--- config.mk ---
export PLATFORM = sky130hd
export DESIGN_NAME = flash_cmd_decoder
export DESIGN_NICKNAME = d
export VERILOG_FILES = /design/src/rtl/flash_cmd_pkg.sv /design/src/rtl/flash_wr_qual.sv /design/src/rtl/flash_seq_fsm.sv /design/src/rtl/flash_id_rom.sv /design/src/rtl/flash_cmd_decoder.sv
export SDC_FILE = /design/constraint.sdc
export NUM_CORES = 1
export LEC_CHECK = 0
export BUFFER_PORTS_ARGS = -buffer_cell sky130_fd_sc_hd__buf_2
export CORE_MARGIN = 2
export CORE_UTILIZATION = 56
export CTS_CLUSTER_DIAMETER = 30
export DETAILED_ROUTE_END_ITERATION = 10
export PLACE_DENSITY = 0.84
export SYNTH_ARGS = -nofsm -noshare
export SYNTH_HDL_FRONTEND = slang
export SYNTH_SLANG_ARGS = --single-unit
--- constraint.sdc ---
create_clock -name clk -period 4.4 [get_ports clk]
set_clock_uncertainty 0.1 [all_clocks]
set_input_delay 0.88 -clock clk [delete_from_list [all_inputs] [get_ports clk]]
set_output_delay 0.88 -clock clk [all_outputs]
set_load 0.1 [all_outputs]
--- src/rtl/flash_cmd_pkg.sv ---
package flash_cmd_pkg;

    // Width of the address slice compared against the unlock addresses
    localparam int CMP_W = 15;

    localparam logic [CMP_W-1:0] UNLOCK_ADDR_A = 15'h5555;
    localparam logic [CMP_W-1:0] UNLOCK_ADDR_B = 15'h2AAA;

    localparam logic [7:0] KEY_FIRST   = 8'hAA;
    localparam logic [7:0] KEY_SECOND  = 8'h55;
    localparam logic [7:0] CMD_PROGRAM = 8'hA0;
    localparam logic [7:0] CMD_ERASE   = 8'h80;
    localparam logic [7:0] CMD_ID_IN   = 8'h90;
    localparam logic [7:0] CMD_ID_OUT  = 8'hF0;
    localparam logic [7:0] CMD_SECTOR  = 8'h30;
    localparam logic [7:0] CMD_CHIP    = 8'h10;

    localparam logic [7:0] MFR_CODE = 8'hBF;

    typedef enum logic [2:0] {
        ST_IDLE,
        ST_UNL1,
        ST_UNL2,
        ST_PGM_DATA,
        ST_ERS_ARM,
        ST_ERS_UNL1,
        ST_ERS_UNL2
    } seq_state_t;

endpackage

--- src/rtl/flash_wr_qual.sv ---
module flash_wr_qual #(
    parameter int AW    = 19,
    parameter int MIN_W = 2
) (
    input  logic          clk,
    input  logic          rst_n,
    input  logic          ce_n,
    input  logic          we_n,
    input  logic          oe_n,
    input  logic [AW-1:0] addr,
    input  logic [7:0]    din,
    output logic          wr_stb,
    output logic [AW-1:0] wr_addr,
    output logic [7:0]    wr_data
);
    localparam int CW = $clog2(MIN_W + 1);
    localparam logic [CW-1:0] CNT_MAX = CW'(MIN_W);

    logic          active;
    logic [CW-1:0] low_cnt;

    assign active = !ce_n && !we_n && oe_n;

    always_ff @(posedge clk) begin
        if (!rst_n) begin
            low_cnt <= '0;
            wr_stb  <= 1'b0;
            wr_addr <= '0;
            wr_data <= '0;
        end else begin
            // a window that closes after enough cycles becomes one write
            wr_stb <= !active && (low_cnt >= CNT_MAX);
            if (active) begin
                if (low_cnt != CNT_MAX) begin
                    low_cnt <= low_cnt + 1'b1;
                end
                wr_addr <= addr;
                wr_data <= din;
            end else begin
                low_cnt <= '0;
            end
        end
    end

endmodule

--- src/rtl/flash_seq_fsm.sv ---
module flash_seq_fsm
    import flash_cmd_pkg::*;
#(
    parameter int AW = 19
) (
    input  logic          clk,
    input  logic          rst_n,
    input  logic          wr_stb,
    input  logic [AW-1:0] wr_addr,
    input  logic [7:0]    wr_data,
    input  logic          busy,
    output logic          prog_req,
    output logic          sec_erase_req,
    output logic          chip_erase_req,
    output logic [AW-1:0] req_addr,
    output logic [7:0]    req_data,
    output logic          id_mode
);
    seq_state_t state, state_nxt;
    logic go_prog, go_sec, go_chip, id_nxt;
    logic at_a, at_b;

    assign at_a = (wr_addr[CMP_W-1:0] == UNLOCK_ADDR_A);
    assign at_b = (wr_addr[CMP_W-1:0] == UNLOCK_ADDR_B);

    always_ff @(posedge clk) begin
        if (!rst_n) begin
            state <= ST_IDLE;
        end else begin
            state <= state_nxt;
        end
    end

    always_comb begin
        state_nxt = state;
        go_prog   = 1'b0;
        go_sec    = 1'b0;
        go_chip   = 1'b0;
        id_nxt    = id_mode;
        if (wr_stb && !busy) begin
            unique case (state)
                ST_IDLE:
                    state_nxt = (at_a && wr_data == KEY_FIRST) ? ST_UNL1 : ST_IDLE;
                ST_UNL1:
                    state_nxt = (at_b && wr_data == KEY_SECOND) ? ST_UNL2 : ST_IDLE;
                ST_UNL2: begin
                    state_nxt = ST_IDLE;
                    if (at_a) begin
                        case (wr_data)
                            CMD_PROGRAM: state_nxt = ST_PGM_DATA;
                            CMD_ERASE:   state_nxt = ST_ERS_ARM;
                            CMD_ID_IN:   id_nxt    = 1'b1;
                            CMD_ID_OUT:  id_nxt    = 1'b0;
                            default:     state_nxt = ST_IDLE;
                        endcase
                    end
                end
                ST_PGM_DATA: begin
                    go_prog   = 1'b1;
                    state_nxt = ST_IDLE;
                end
                ST_ERS_ARM:
                    state_nxt = (at_a && wr_data == KEY_FIRST) ? ST_ERS_UNL1 : ST_IDLE;
                ST_ERS_UNL1:
                    state_nxt = (at_b && wr_data == KEY_SECOND) ? ST_ERS_UNL2 : ST_IDLE;
                ST_ERS_UNL2: begin
                    state_nxt = ST_IDLE;
                    if (wr_data == CMD_SECTOR) begin
                        go_sec = 1'b1;
                    end else if (at_a && wr_data == CMD_CHIP) begin
                        go_chip = 1'b1;
                    end
                end
                default: state_nxt = ST_IDLE;
            endcase
        end
    end

    always_ff @(posedge clk) begin
        if (!rst_n) begin
            prog_req       <= 1'b0;
            sec_erase_req  <= 1'b0;
            chip_erase_req <= 1'b0;
            req_addr       <= '0;
            req_data       <= '0;
            id_mode        <= 1'b0;
        end else begin
            prog_req       <= go_prog;
            sec_erase_req  <= go_sec;
            chip_erase_req <= go_chip;
            id_mode        <= id_nxt;
            if (go_prog || go_sec || go_chip) begin
                req_addr <= wr_addr;
                req_data <= wr_data;
            end
        end
    end

endmodule

--- src/rtl/flash_id_rom.sv ---
module flash_id_rom
    import flash_cmd_pkg::*;
#(
    parameter int         AW       = 19,
    parameter logic [7:0] DEV_CODE = 8'hB7
) (
    input  logic          id_mode,
    input  logic [AW-1:0] addr,
    output logic [7:0]    id_rdata
);
    always_comb begin
        id_rdata = 8'h00;
        if (id_mode) begin
            if (addr == AW'(0)) begin
                id_rdata = MFR_CODE;
            end else if (addr == AW'(1)) begin
                id_rdata = DEV_CODE;
            end
        end
    end

endmodule

--- src/rtl/flash_cmd_decoder.sv ---
module flash_cmd_decoder #(
    parameter int         AW       = 19,
    parameter int         MIN_W    = 2,
    parameter logic [7:0] DEV_CODE = 8'hB7
) (
    input  logic          clk,
    input  logic          rst_n,
    input  logic          ce_n,
    input  logic          we_n,
    input  logic          oe_n,
    input  logic [AW-1:0] addr,
    input  logic [7:0]    din,
    input  logic          busy,
    output logic          prog_req,
    output logic          sec_erase_req,
    output logic          chip_erase_req,
    output logic [AW-1:0] req_addr,
    output logic [7:0]    req_data,
    output logic          id_mode,
    output logic [7:0]    id_rdata
);
    logic          wr_stb;
    logic [AW-1:0] wr_addr;
    logic [7:0]    wr_data;

    flash_wr_qual #(.AW(AW), .MIN_W(MIN_W)) u_qual (
        .clk     (clk),
        .rst_n   (rst_n),
        .ce_n    (ce_n),
        .we_n    (we_n),
        .oe_n    (oe_n),
        .addr    (addr),
        .din     (din),
        .wr_stb  (wr_stb),
        .wr_addr (wr_addr),
        .wr_data (wr_data)
    );

    flash_seq_fsm #(.AW(AW)) u_fsm (
        .clk            (clk),
        .rst_n          (rst_n),
        .wr_stb         (wr_stb),
        .wr_addr        (wr_addr),
        .wr_data        (wr_data),
        .busy           (busy),
        .prog_req       (prog_req),
        .sec_erase_req  (sec_erase_req),
        .chip_erase_req (chip_erase_req),
        .req_addr       (req_addr),
        .req_data       (req_data),
        .id_mode        (id_mode)
    );

    flash_id_rom #(.AW(AW), .DEV_CODE(DEV_CODE)) u_rom (
        .id_mode  (id_mode),
        .addr     (addr),
        .id_rdata (id_rdata)
    );

endmodule

=== Yosys cells after proc, flatten, opt, wreduce, memory -nomap -nowiden ===
Cells that the tools add are included.
W data, S select, Z words.

* Bits in registers: 64
* Word-level logic and storage cells: 69
* Output and inout bits: 39
* Bits of input ports: 33

* Multiplexer cells: 20
* Reductions and logical operators: 18
* Magnitude comparators: 1
* $add $sub $neg: 1
* Eq/ne operators: 18

{| class="wikitable"
|+ Operators by type and width
! kind !! count
|-
| $eq A8 B8 Y1 const B || 5
|-
| $mux W8 || 3
|-
| $eq A19 B1 Y1 const B || 1
|-
| $logic_not A19 Y1 || 1
|-
| $eq A15 B14 Y1 const B || 1
|-
| $eq A15 B15 Y1 const B || 1
|-
| $pmux W3 S5 || 1
|-
| $mux W1 || 10
|-
| $eq A3 B3 Y1 const B || 3
|-
| $mux W3 || 3
|-
| $eq A8 B5 Y1 const B || 1
|-
| $eq A8 B6 Y1 const B || 1
|-
| $eq A8 B7 Y1 const B || 1
|-
| $logic_and A1 B1 Y1 || 7
|-
| $eq A3 B2 Y1 const B || 2
|-
| $pmux W3 S2 || 1
|-
| $logic_not A1 Y1 || 4
|-
| $reduce_and A4 Y1 || 1
|-
| $eq A3 B1 Y1 const B || 1
|-
| $logic_not A3 Y1 || 1
|-
| $add A2 B1 Y2 const B || 1
|-
| $ge A2 B2 Y1 const B || 1
|-
| $logic_or A1 B1 Y1 || 2
|-
| $mux W2 || 1
|-
| 4 further kinds || 4
|}

=== Depth between registers and ports, before layout ===
Gate-level depths: netlist of run 1.

* Depth after elaboration: 7
* Mapped depth: 6
* Depth with buffers taken out: 5

=== By module ===
Synthesis of run 1 repeated with hierarchy kept, for this count alone.

* Cells, all modules: 299
* Area total of the unflattened synthesis: 2,826.5 um2

{| class="wikitable"
|+ Modules (own cells, without submodules)
! module !! cells an instance !! sequential area each (um2) !! times used !! area each (um2)
|-
| flash_seq_fsm || 180 || 680.7 || 1 || 1,631.6
|-
| flash_wr_qual || 103 || 600.6 || 1 || 1,084.8
|-
| flash_id_rom || 16 || 0.0 || 1 || 110.1
|}

=== Least setup slack after synthesis of run 1 ===
Ideal clock, no wire load.

* Path type: input port to output port
* Start: input addr[6]
* End: output id_rdata[3]
* Setup slack: -2,940 ps
* Data required time: 3,420 ps
* Data arrival time: 6,360 ps
* Cell stages on the path: 4
* Buffers on the path: 0
* Path through: nor4_1 -> nand4_1 -> nor4b_1 -> nor2b_1

* Longest elaborated chain between the ends: 3

{| class="wikitable"
|+ Ends and longest elaborated chain
! item !! line !! RTL
|-
| start: declaration || flash_cmd_decoder.sv:11 || <nowiki>input logic [AW-1:0] addr,</nowiki>
|-
| $logic_not A19 Y1 || flash_id_rom.sv:14 || <nowiki>if (addr == AW'(0)) begin</nowiki>
|-
| $mux W8 || flash_id_rom.sv:14 ||
|-
| $mux W8 || flash_id_rom.sv:13 || <nowiki>if (id_mode) begin</nowiki>
|-
| end: declaration || flash_cmd_decoder.sv:20 || <nowiki>output logic [7:0] id_rdata</nowiki>
|}

No other way between the ends.

=== Final worst setup path of run 1 ===
* Start: input addr[15]
* End: output id_rdata[3]

The elaborated chain is that of the path after synthesis.

==> results.md, run 1 <==
- IO Pins: slightly above 70
- Synth Area per Inst: 10.1 um^2
- Top cells by count, synth: dfxtp_1, nand2_1, mux2i_1
- Filler instances: roughly 370
- Root Buffer: clkbuf_8
- Die footprint: 0.00546 mm^2
- CP endpoint kind: primary output
- WP data arrival: 2470 ps
- First-pass GRT wire length: just under 10 mm
- Synth top area cells: dfxtp_1, mux2i_1, a22o_1
- FF/Latch Area: 0.00128 mm^2
- PostCTS Resize Cnt: 0
- Fin crit period: 3450 ps
- Max Slew Vio Count: 0
- Synthesis-stage register bit count: 64
- Count of TritonRoute iterations in the first routing pass: 4
- Non-filler instance count after layout: 401
- Die Ht: roughly 74 um
- Post-DRT Antenna Nets: 0
- Total GRT Usage: roughly a quarter
- Period utilization: 78.4%
- Syn Nets: 304
- Cells after DPL: about 390
- Postcts setup bufs: 0
- Power Dens Cells: 331 mW/mm^2
- Final nets: approximately 370
- Area of the multi-input gates: 0.00134 mm^2
- Register area share after synthesis: between 40% and 50%
- Layout cells sized above 1: 28.1%
- DR DRC count: 0
- Skew-Pair Late Insertion Delay: roughly 320 ps
- Core box area: approximately 0.0047 mm^2
- Synth cell types: between 40 and 50
- Fin worst setup slack: 949 ps
- Peak VDD IR: 0.262 mV
- Yosys top cell area share: 46.8%
- Worst-path clk slew: ~60 ps
- Vias in the first global route: approximately 2k
- Max Clk Rate: 290 MHz
- Most used DFF post-synth: dfxtp_1
- Routed vias: 2210
- Kind of critical path: in -> out
- Worst EP required: 3420 ps
- Mapped Cells: 270
- Final total power: 1.07 mW
- Startpoint types: input pin
- Final setup vio count: 0
- Normalized max-slew margin: 24.4%
- Asr flop ratio synth: 0%
- LEAKAGE: 1.31 nW
- Cell area after technology mapping: 0.00274 mm^2
- Leading area contributor after synthesis: dfxtp_1
- Wire per inst: 14.5 um
- MaxCap Viol Count: 0
- Worst-Margin Slew: roughly 1100 ps
- Design Area, Final: 0.00323 mm^2
- Most common cell in the netlist: dfxtp_1
- Hold slack final: 351 ps
- Hold Fails Final Rpt: 0
- Hold Crit Class: reg -> reg
- Placed inst area: 0.00308 mm^2
- Row count: 25
- Warnings, synthesis: 0
- Post-synth EDFFs: 0
- N_diodes: 0
- Largest net degree at the start of global routing: 41
- IO Port Bufs: 70
- Vias per inst: about 5.5
- Post-DP HPWL: 4.21 mm
- DRT Wirelength: ~5.8 mm
- CTS Hold Bufs: 0
- Antenna violations before repair: 0
- P&R area growth vs syn: 18.3%
- Clock Tree Buf Depth: 2
- Iter 0 DRT Violations: 153
- Htree depth: 3
- Worst slack at placement: 911 ps
- RD Place Congestion: between 0.8 and 0.9
- GR Overflow Total: 0
- TritonCTS Buffers: 9
- Starting Density: 57.9%
- RSZ-0062 raised after global routing: no
- Critical Path Fanout Max: 7
- Clock sinks: 64
- CTS tree: done
- Die Span X: 73.9 um
- Status: finished, final reports clean
-- per-layer routing --
metal	GRT usage, %	wire length (um)	up-vias
met5	0	0	-
met2	35.4	2720	84
met4	9.09	103	0
met3	6.31	388	11
met1	32.2	2600	1026
li1	-	-	1089
-- placed cells by master (no fill, tap or decap), types with 4 or more instances in the layout --
cell type / synthesis / routed
and3_1: 5 / 5
nor4_4: 1 / 4
mux2i_1: 27 / 27
clkbuf_8: 0 / 10
a22o_1: 26 / 26
dfxtp_1: 64 / 64
nand2_1: 60 / 60
nand3_1: 4 / 4
buf_2: 3 / 70
nor2_1: 6 / 6
-- worst max-delay path: stages --
cell and delay [ps]:
buf_2 110, nor4_2 300, nand4_1 200, nor4b_4 360
nor2b_2 200, buf_2 420
-- through the flow --
stage	utilization, %	TNS [ps]
floorplan	-	-90.9
global placement	65.2	0
detailed placement	65.2	0
CTS	68.5	0
global route	68.5	0
finish	68.5	0
-- sequential cells by signal, summed over array words and instances, names as in the netlist --
signal and flops:
u_fsm.req_addr 19, u_qual.wr_addr 19, u_fsm.req_data 8, u_qual.wr_data 8, u_fsm.state 3, u_qual.low_cnt 2
u_fsm.chip_erase_req 1, u_fsm.id_mode 1, u_fsm.prog_req 1, u_fsm.sec_erase_req 1, u_qual.wr_stb 1
-- power by group --
part	internal [mW]	total, mW	switching, mW
registers	0.588	0.599	0.0110
logic	0.0256	0.0622	0.0367
clock network	0.213	0.408	0.194
-- kinds of logic (layout without fill, tap and decap cells) --
kind of cell             after synthesis  after routing  synth area share [%]
other                                  1              1                 0.137
flip-flops                            64             64                  46.8
multiplexers                          27             27                  9.88
buffers and inverters                 24             88                  7.00
AND/OR/NAND/NOR                      113            113                  22.9
adder cells (fa/ha/maj)                1              1                 0.457
XOR/XNOR                               1              1                 0.320
AO/OA/AOI/OAI                         39             39                  12.4
-- worst paths after layout --
| check | startpoint | endpoint | slack (ps) | cells past startpoint |
|---|---|---|---|---|
| worst max-delay path | addr[15] | id_rdata[3] | 950 | 6 |
| worst min-delay path | u_fsm.req_data[6]$_SDFFE_PN0P_ | u_fsm.req_data[6]$_SDFFE_PN0P_ | 350 | 2 |
| worst max register to register | u_qual.wr_addr[3]$_SDFFE_PN0P_ | u_fsm.req_addr[12]$_SDFFE_PN0P_ | 1930 | 4 |
| worst min register to register | u_fsm.req_data[6]$_SDFFE_PN0P_ | u_fsm.req_data[6]$_SDFFE_PN0P_ | 350 | 2 |
-- final cells by class --
type / count / area share, %
multi-input cells: 182 / 41.5
flip-flops and latches: 64 / 39.6
repair buffers: 72 / 11.3
clock buffers: 13 / 4.60
well taps: 67 / 2.59
inverters: 2 / 0.232
clock inverters: 1 / 0.155
Power figures use the tool's default switching activity.
==> inputs of run 2 (changes only) <==
--- a/config.mk
+++ b/config.mk
@@ -7,10 +7,10 @@
 export LEC_CHECK = 0
 export BUFFER_PORTS_ARGS = -buffer_cell sky130_fd_sc_hd__buf_2
 export CORE_MARGIN = 2
-export CORE_UTILIZATION = 56
+export CORE_UTILIZATION = 47
 export CTS_CLUSTER_DIAMETER = 30
 export DETAILED_ROUTE_END_ITERATION = 10
-export PLACE_DENSITY = 0.84
+export PLACE_DENSITY = 0.75
 export SYNTH_ARGS = -nofsm -noshare
 export SYNTH_HDL_FRONTEND = slang
 export SYNTH_SLANG_ARGS = --single-unit
==> constraint.sdc (replaced) <==
create_clock -name clk -period 2.83 [get_ports clk]
set_clock_uncertainty 0.1 [all_clocks]
set_input_delay 0.566 -clock clk [delete_from_list [all_inputs] [get_ports clk]]
set_output_delay 0.566 -clock clk [all_outputs]
set_load 0.1 [all_outputs]
==> results.md, run 2 (synthesis results as in run 1) <==
- Routed vias: 2239 (was 2210)
- WP data arrival: 1970 ps (was 2470 ps)
- LEAKAGE: 1.35 nW (was 1.31 nW)
- Max stage delay on crit path: 330 ps (was 420 ps)
- Post-DP HPWL: 4.46 mm (was 4.21 mm)
- Htree depth: 3 (unchanged)
- Filler instances: 492 (was 369)
- Count of TritonRoute iterations in the first routing pass: 4 (unchanged)
- FF/Latch Area: 0.00128 mm^2 (about the same)
- Reg2reg end: u_fsm.req_addr[0]$_SDFFE_PN0P_ (was u_fsm.req_addr[12]$_SDFFE_PN0P_)
- Slowest CP cell: nor4_2 (was buf_2)
- Skew-Pair Late Insertion Delay: 340 ps (was 320 ps)
- CP endpoint kind: primary output (unchanged)
- Row count: 27 (was 25)
- Worst EP required: 2160 ps (was 3420 ps)
- Vias per inst: 5.46 (was 5.51)
- Kind of critical path: in -> out (unchanged)
- Core box area: 0.00557 mm^2 (was 0.00472 mm^2)
- Peak VDD IR: 0.246 mV (was 0.262 mV)
- Post-DRT Antenna Nets: 0 (unchanged)
- RSZ-0062 raised after global routing: no (unchanged)
- Starting Density: 49.1% (was 57.9%)
- Postcts setup bufs: 0 (unchanged)
- WHS Endpoint: u_qual.wr_data[1]$_SDFFE_PN0P_ (was u_fsm.req_data[6]$_SDFFE_PN0P_)
- Fin Setup TNS: 0 ps (unchanged)
- R2R Setup Slk: 660 ps (was 1930 ps)
- TritonCTS Buffers: 9 (unchanged)
- RD Place Congestion: 0.865 (was 0.808)
- Normalized max-slew margin: 22.6% (was 24.4%)
- IO Pins: 72 (unchanged)
- DR DRC count: 0 (unchanged)
- N_diodes: 0 (unchanged)
- CP cell instances: buf_2 > nor4_2 > nand4_1 > nor4b_4 > buf_4 > buf_12 (was buf_2 > nor4_2 > nand4_1 > nor4b_4 > nor2b_2 > buf_2)
- Hold Crit Class: in -> reg (was reg -> reg)
- Startpoint types: input pin (unchanged)
- Worst-path clk slew: 60 ps (about the same)
- Final setup vio count: 0 (unchanged)
- Max Slew Vio Count: 0 (unchanged)
- GR Overflow Total: 0 (unchanged)
- DRT Wirelength: 6.16 mm (was 5.82 mm)
- Worst slack at placement: 188 ps (was 911 ps)
- Total GRT Usage: 20.3% (was 23.5%)
- Critical Path Fanout Max: 6 (was 7)
- Status: finished, final reports clean (unchanged)
- CTS Hold Bufs: 0 (unchanged)
- Largest net degree at the start of global routing: 54 (was 41)
- Fin crit period: roughly 2600 ps
- Layout cells sized above 1: 29.9% (was 28.1%)
- Die Ht: 80.3 um (was 73.9 um)
- PostCTS Resize Cnt: 0 (unchanged)
- Hold Startpoint: din[1] (was u_fsm.req_data[6]$_SDFFE_PN0P_)
- Worst-Margin Slew: 1160 ps (was 1130 ps)
- Power Dens Cells: 514 mW/mm^2 (was 331 mW/mm^2)
- Biggest regs: u_fsm.req_addr (19), u_qual.wr_addr (19) (unchanged)
- Iter 0 DRT Violations: 213 (was 153)
- Root Buffer: clkbuf_8 (unchanged)
- Die Span X: 80.3 um (was 73.9 um)
- Clock Tree Buf Depth: 2 (unchanged)
- Hold depth: 2 (unchanged)
- CTS tree: done (unchanged)
- FF-to-FF path depth: 5 (was 4)
- Most frequent cells in the layout: buf_2, dfxtp_1, nand2_1 (unchanged)
- Top delay family on crit path: simple AND/OR/NAND/NOR gates (unchanged)
- Wire per inst: 15.0 um (was 14.5 um)
- Fin worst setup slack: 198 ps (was 949 ps)
- Period utilization: 93.0%
- P&R area growth vs syn: 24.2% (was 18.3%)
- Antenna violations before repair: 0 (unchanged)
- Buf/Inv on CP: 3 (was 2)
- Vias in the first global route: 2071 (was 2016)
- MaxCap Viol Count: 0 (unchanged)
- Final total power: 1.75 mW (was 1.07 mW)
- Max Clk Rate: 380 MHz
- Area of the multi-input gates: 0.00135 mm^2 (was 0.00134 mm^2)
- Die footprint: 0.00645 mm^2 (was 0.00546 mm^2)
- IO Port Bufs: 70 (unchanged)
- Final nets: 367 (was 365)
- Crit Reg-Reg Startpoint: u_qual.wr_addr[11]$_SDFFE_PN0P_ (was u_qual.wr_addr[3]$_SDFFE_PN0P_)
- Clock sinks: 64 (unchanged)
- First-pass GRT wire length: 9.96 mm (was 9.64 mm)
- Hold Fails Final Rpt: 0 (unchanged)
-- run 2: cell types whose count changed in the layout (fill, tap and decap cells not counted), sizes merged --
cell | before | now
buf | 72 | 74
clkbuf | 13 | 14
clkinvlp | 0 | 1
-- run 2: worst reg2reg max path, stage by stage (launching register included) --
cell	delay [ps]
dfxtp_1	350
nand4bb_1	260
nor4_4	520
a2bb2oi_4	190
buf_4	420
mux2i_1	260
-- run 2: worst max-delay path by stage --
stage,start,endpoint,depth (start not counted)
detailed placement,addr[15],id_rdata[7],6
finish,addr[15],id_rdata[0],6
global placement,addr[15],id_rdata[4],6
floorplan,addr[6],id_rdata[3],4
CTS,addr[15],id_rdata[0],6
global route,addr[15],id_rdata[7],6
-- run 2: final cells by class --
class / instances / share of cell area, %
inverter: 2 / 0.221
sequential: 64 / 37.8
tap: 72 / 2.65
timing repair buffer: 74 / 14.3
multi-input combinational: 182 / 39.6
clock inverter: 2 / 0.368
clock buffer: 14 / 5.08
-- run 2: metrics by stage --
step	hold WS (ps)	area, um^2	util, %	instances
2_1_floorplan	338	2810	-	270
3_3_place_gp	341	3210	57.6	394
3_5_place_dp	346	3210	57.6	394
4_1_cts	326	3400	60.9	410
5_1_grt	333	3400	60.9	410
6_report	338	3400	60.9	410
-- run 2: power breakdown --
| part | total [mW] | internal (mW) | switching (mW) |
|---|---|---|---|
| registers | 0.932 | 0.914 | 0.0174 |
| clock network | 0.717 | 0.389 | 0.328 |
| logic | 0.0966 | 0.0391 | 0.0575 |
-- run 2: routing by layer --
| metal | GRT usage [%] | part of all wire (%) | up-vias |
|---|---|---|---|
| li1 | - | - | 1092 |
| met1 | 28.1 | 47 | 1060 |
| met2 | 30.3 | 45 | 80 |
| met3 | 5.51 | 6.0 | 7 |
| met4 | 7.12 | 1.1 | 0 |
| met5 | 0 | 0 | - |
